### src/rtl/cart_ctl_regs.sv
module cart_ctl_regs #(
  parameter logic [3:0] SEL_PAGE = 4'h5
) (
  input  logic       clk,
  input  logic       rst,
  input  logic       bus_cyc,
  input  logic       bus_rw,
  input  logic [15:0] bus_addr,
  input  logic [7:0] bus_data,
  input  logic       ppu_a10,
  input  logic       ppu_a11,
  output logic       rom_ce_n,
  output logic [1:0] chr_hi,
  output logic       nt_a10,
  output logic [3:0] inner_bank,
  output logic [5:0] outer_bank,
  output logic [1:0] outer_size,
  output logic [1:0] prg_mode,
  output logic [1:0] mirror_mode
);

  logic sel_sup, sel_idx, one_scr;
  logic wr, wr_sel, wr_val;

  assign wr     = bus_cyc & ~bus_rw;
  assign wr_sel = wr & (bus_addr[15:12] == SEL_PAGE);
  assign wr_val = wr & bus_addr[15];

  always_ff @(posedge clk) begin
    if (rst) begin
      sel_sup     <= 1'b0;
      sel_idx     <= 1'b0;
      one_scr     <= 1'b0;
      chr_hi      <= '0;
      inner_bank  <= '0;
      outer_bank  <= '0;
      outer_size  <= '0;
      prg_mode    <= '0;
      mirror_mode <= '0;
    end else begin
      if (wr_sel) begin
        sel_sup <= bus_data[7];
        sel_idx <= bus_data[0];
      end
      if (wr_val) begin
        if (!sel_sup) one_scr <= bus_data[4];
        unique case ({sel_sup, sel_idx})
          2'b00: chr_hi     <= bus_data[1:0];
          2'b01: inner_bank <= bus_data[3:0];
          2'b10: {outer_size, prg_mode, mirror_mode} <= bus_data[5:0];
          2'b11: outer_bank <= bus_data[5:0];
        endcase
      end
    end
  end

  always_comb begin
    unique case (mirror_mode)
      2'd2:    nt_a10 = ppu_a10;
      2'd3:    nt_a10 = ppu_a11;
      default: nt_a10 = one_scr;
    endcase
  end

  assign rom_ce_n = ~(bus_cyc & bus_rw & bus_addr[15]);

  AST_CE_IDLE_ON_WRITE: assert property (@(posedge clk) disable iff (rst)
    !bus_rw |-> rom_ce_n);
  AST_ONE_SCR_FOLLOWS: assert property (@(posedge clk) disable iff (rst)
    !mirror_mode[1] |-> nt_a10 == one_scr);
  AST_SUP_KEEPS_M: assert property (@(posedge clk) disable iff (rst)
    (wr && sel_sup) |=> $stable(one_scr));
  AST_OUTER_HOLD: assert property (@(posedge clk) disable iff (rst)
    !(wr_val && sel_sup && sel_idx) |=> $stable(outer_bank));
  AST_READ_NO_CHANGE: assert property (@(posedge clk) disable iff (rst)
    (bus_rw || !bus_cyc) |=> $stable({sel_sup, sel_idx, one_scr, chr_hi, inner_bank,
                                      outer_bank, outer_size, prg_mode, mirror_mode}));
  AST_CHR_HOLD: assert property (@(posedge clk) disable iff (rst)
    !(wr_val && !sel_sup && !sel_idx) |=> $stable(chr_hi));

endmodule

### config.mk
export PLATFORM = sky130hd
export DESIGN_NAME = cart_ctl_regs
export DESIGN_NICKNAME = d
export VERILOG_FILES = /design/src/rtl/cart_ctl_regs.sv
export SDC_FILE = /design/constraint.sdc
export NUM_CORES = 1
export LEC_CHECK = 0
export ABC_AREA = 1
export BUFFER_PORTS_ARGS = -buffer_cell sky130_fd_sc_hd__buf_2
export CAP_MARGIN = 20
export CORE_ASPECT_RATIO = 0.9
export CORE_MARGIN = 5
export CORE_UTILIZATION = 35
export CTS_CLUSTER_DIAMETER = 120
export DETAILED_ROUTE_END_ITERATION = 8
export GPL_ROUTABILITY_DRIVEN = 1
export PLACE_DENSITY = 0.67
export SLEW_MARGIN = 15
export SYNTH_ARGS = -nofsm -noshare
export SYNTH_HDL_FRONTEND = slang
export SYNTH_SLANG_ARGS = --single-unit
### constraint.sdc
create_clock -name clk -period 1.15 [get_ports clk]
set_input_delay 0.23 -clock clk [delete_from_list [all_inputs] [get_ports clk]]
set_output_delay 0.23 -clock clk [all_outputs]
set_load 0.02 [all_outputs]
* Word level (Yosys, flattened, before mapping) *
Index checks and enable logic that the tools add are counted.

word-level totals
  flip-flop bits (word level) = 21
  bits in latches = 0
  bits in writable memories = 0
  bits in read-only memories = 0
  input bits = 30
  memories = 0

cells by class
  add/subtract/negate cells = 0
  $mul = 0
  div/mod/pow operators = 0
  order comparisons = 0
  eq/ne operators = 6
  shifts and indexed selects = 0
  multiplexer cells = 1
  bitwise gates (word level) = 8
  reductions and logical operators = 6

operators with widths
  kind                number
  $reduce_and 2->1    5
  $eq 2x2->1 const B  4
  $and 1x1->1         5
  $eq 4x3->1 const B  1
  $not 1->1           3
  $eq 2x1->1 const B  1
  $logic_not 2->1     1
  $pmux 1 s2          1

* Logic depth before layout (Yosys ltp) *
  depth in word-level cells = 4
  mapped depth = 7
  depth with buffers taken out = 6

* Worst setup path after synthesis *
OpenSTA, ideal clock, no wires.

  kind = register to output
  start point = register mirror_mode[0]
  end point = output nt_a10
  data arrival time = 0.953 ns
  data required time = 0.920 ns
  slack = -0.033 ns
  cell stages (with the launch flop) = 3
  path through = dfxtp_1 -> nand2_1 -> a31oi_1

between the ends
  longest elaborated chain between the ends = 2

ends and longest elaborated chain
  element                   line  source
  start: declaration        19    output logic [1:0] mirror_mode
  start signal: assignment  50    2'b10: {outer_size, prg_mode, mirror_mode} <= bus_data[5:0];
  $eq 2x2->1                58    unique case (mirror_mode)
  $pmux 1 s2 *              58
  end: declaration          14    output logic nt_a10,

Every way passes the cells marked *; elsewhere a longest branch is shown, timed or not.

* Worst setup path in the final report *
Ends and elaborated chain as after synthesis.

==> metrics.yaml <==
global_routing:
  grt-ovfl-total: 0
  track_usage: 0.112
  first_pass_grt_wire_length_mm: 3.41
  number_of_antenna_violations_at_the_first_check_in_global_routing: 0
  grt_pass1_vias: 822
  grt_max_degree: 22
sta:
  timing.max_slew.rel_slack: 0.831
  final.setup.worst_slack_ps: -104
  hold_slack_ps: 235
  clock.fmax_ghz: 0.798
  hold_violations: 0
  setup_violations: 1
  worstMarginPinSlew_ps: 253
  clock-skew-final_ps: 5.72
  layout_min_cycle_time_ps: 1250
  slew_viol_final: 0
  rsz0062_at_grt: "true"
  timing.final.crit_share: 1.09
cells_and_area:
  antenna_cells: 0
  finalNetCount: 216
  areaGrowthSynthToFinish_pct: 26.1
  layoutNonFillerInstCount: 215
  layout-drive-gt1-share: 0.276
  area_of_all_placed_cells_without_fillers_um2: 1200
critical_path:
  cp_data_arrival_time_ps: 1020
  r2r.worst_path.cells: 5
  worst_setup_path_end_kind: "output pin"
  critPathLaunchType: "register"
  crit_fanout: 4
  worst_r2r_endpoint: "outer_bank[3]"
  worst-endpoint-required_ps: 920
  regToRegSetupSlack_ps: 130
  worstSetupPathType: "reg2out"
  worstReg2RegStart: "sel_sup"
drt:
  wirelength_met1_um: 983
  dr_wl_met3_um: 150
  wl_met2_um: 768
  wire_per_inst_um: 8.97
  detail_route.wirelength_mm: 1.93
  viasPerCell: 4.18
  routed-via-count: 898
  highest-signal-layer: "met4"
  route.detailed.drc: 0
  final_antenna_net_count: 0
  detailed_routing_iteration_count_for_the_pre_antenna_repair_pass: 4
  dr.first_iter.drc_count: 49
clock_network:
  hold_buffers: 0
  ctsHtreeMaxLevel: 1
  tritoncts.num_buffers: 3
  worst_setup_hold_path_clk_slew_ps: 110
  tritoncts: "yes"
  cts_num_sinks: 21
  clock_latency_ps: 300
  clockRootBuffer: "clkbuf_4"
  cts_buffer_depth: 2
synthesis:
  synth-seq-area-share: 0.442
  synthDominantCellAreaShare: 0.442
  synth_seq_cells: 21
  netlist.top_cell.by_area: "dfxtp_1"
  syn-cell-area_um2: 951
  synthesized_instance_count: 146
  synth_enable_flop_cells: 0
  yosysMostFrequentCell: "nand2_1"
  synth.cells.most_frequent: "nand2_1 (50), nor2_1 (45), dfxtp_1 (21)"
  synth.top_cells.by_area: "dfxtp_1 (44%), nand2_1 (20%), nor2_1 (18%), inv_1 (5.9%), nor2_4 (3.6%)"
  yosys_warnings: 0
  postSynthNetCount: 176
  syn_avg_cell_area_um2: 6.51
  synth_top_flop_cell: "dfxtp_1"
  synth_cell_types: 12
  synth_async_sr_flop_share: 0
min_path:
  min_path_cells: 5
  endpoint_of_the_worst_hold_timing_path: "outer_size[1]"
  start_point_of_the_worst_hold_path: "bus_data[5]"
  worstHoldPathType: "in2reg"
die:
  row_count: 18
  ioPinCount: 50
  design.core.area_um2: 2680
  die_y_um: 59.5
  start_util: 0.355
  die-width_um: 64.9
  design.die.area_um2: 3860
placement:
  io_buffer_count: 36
  placed_area_um2: 1150
  dp.final_hpwl_mm: 1.45
  replace_congestion: 0.741
  placed_cell_count: 209
power:
  power_per_unit_of_standard_cell_area_nw_per_um2: 1010
  max-vdd-ir-drop_mv: 0.740
  static-leakage-power_nw: 0.623
  p_total_mw: 1.22
outcome:
  failing_checks: "negative setup slack"
  result_of_the_run: "finished with violations"
run:
  drv_cap: 0
## report_power, final
part / internal, mW / switching [mW]
Sequential: 0.734 / 0.00427
Combinational: 0.0520 / 0.0785
Clock: 0.135 / 0.212
Total: 0.922 / 0.294
## kinds of logic after synthesis
family / share of synthesized area
AO/OA/AOI/OAI: 0.00658
buffers and inverters: 0.0947
flip-flops: 0.442
AND/OR/NAND/NOR: 0.457
## sequential cells by signal, indices dropped and copies added (netlist names)
signal       count
prg_mode         2
sel_idx          1
outer_bank       6
sel_sup          1
outer_size       2
inner_bank       4
chr_hi           2
mirror_mode      2
one_scr          1
## routing by layer
| layer | track usage | up-vias |
|---|---|---|
| li1 | - | 506 |
| met5 | 0 | - |
| met2 | 0.169 | 25 |
| met1 | 0.149 | 365 |
| met3 | 0.0417 | 2 |
| met4 | 0.0361 | 0 |
## cell type report
| class | count | area (um2) |
|---|---|---|
| fillers | 299 | 1480 |
| multi-input cells | 105 | 447 |
| flip-flops and latches | 21 | 423 |
| repair buffers | 39 | 205 |
| inverters | 16 | 60.1 |
| well taps | 30 | 37.5 |
| clock buffers | 4 | 26.3 |
## timing repair
action                     in CTS  in global routing
setup endpoints to repair       1                  7
setup buffers                   0                  2
pin swaps                       0                  1
resized for setup               3                  0
cloned                          0                  0
## through the flow
stage / setup TNS, ps / worst slack [ps] / utilization
floorplan: 0 / 65.8 / -
global placement: 0 / 38.9 / 0.430
detailed placement: 0 / 41.4 / 0.430
CTS: -124 / -124 / 0.442
global route: -184 / -184 / 0.447
finish: -104 / -104 / 0.447
## cells in the final DEF, fill, tap and decap left out
cell type | Yosys | final
dfxtp_1 | 21 | 19
nor2_4 | 3 | 3
buf_4 | 0 | 4
inv_1 | 15 | 15
clkbuf_1 | 0 | 1
nor2_2 | 1 | 1
nand2_1 | 50 | 50
nor2_1 | 45 | 45
dfxtp_2 | 0 | 2
a31oi_2 | 0 | 1
inv_2 | 1 | 1
buf_2 | 0 | 35
nand3_4 | 1 | 1
nand3_1 | 4 | 4
clkbuf_4 | 0 | 3
## worst max-delay path by stage
stage                     end  cells past startpoint            from
4_1_cts                nt_a10                      3  mirror_mode[0]
3_5_place_dp   mirror_mode[1]                      7          bus_rw
3_3_place_gp      prg_mode[0]                      7          bus_rw
2_1_floorplan          nt_a10                      2  mirror_mode[0]
5_1_grt                nt_a10                      3  mirror_mode[0]
6_report               nt_a10                      3  mirror_mode[0]
## critical path, stage by stage, from the launching register on
cell and delay (ps):
dfxtp_2 360, nand2_1 60, a31oi_2 150, buf_4 160
No activity file was read; power rests on OpenSTA's default activity.
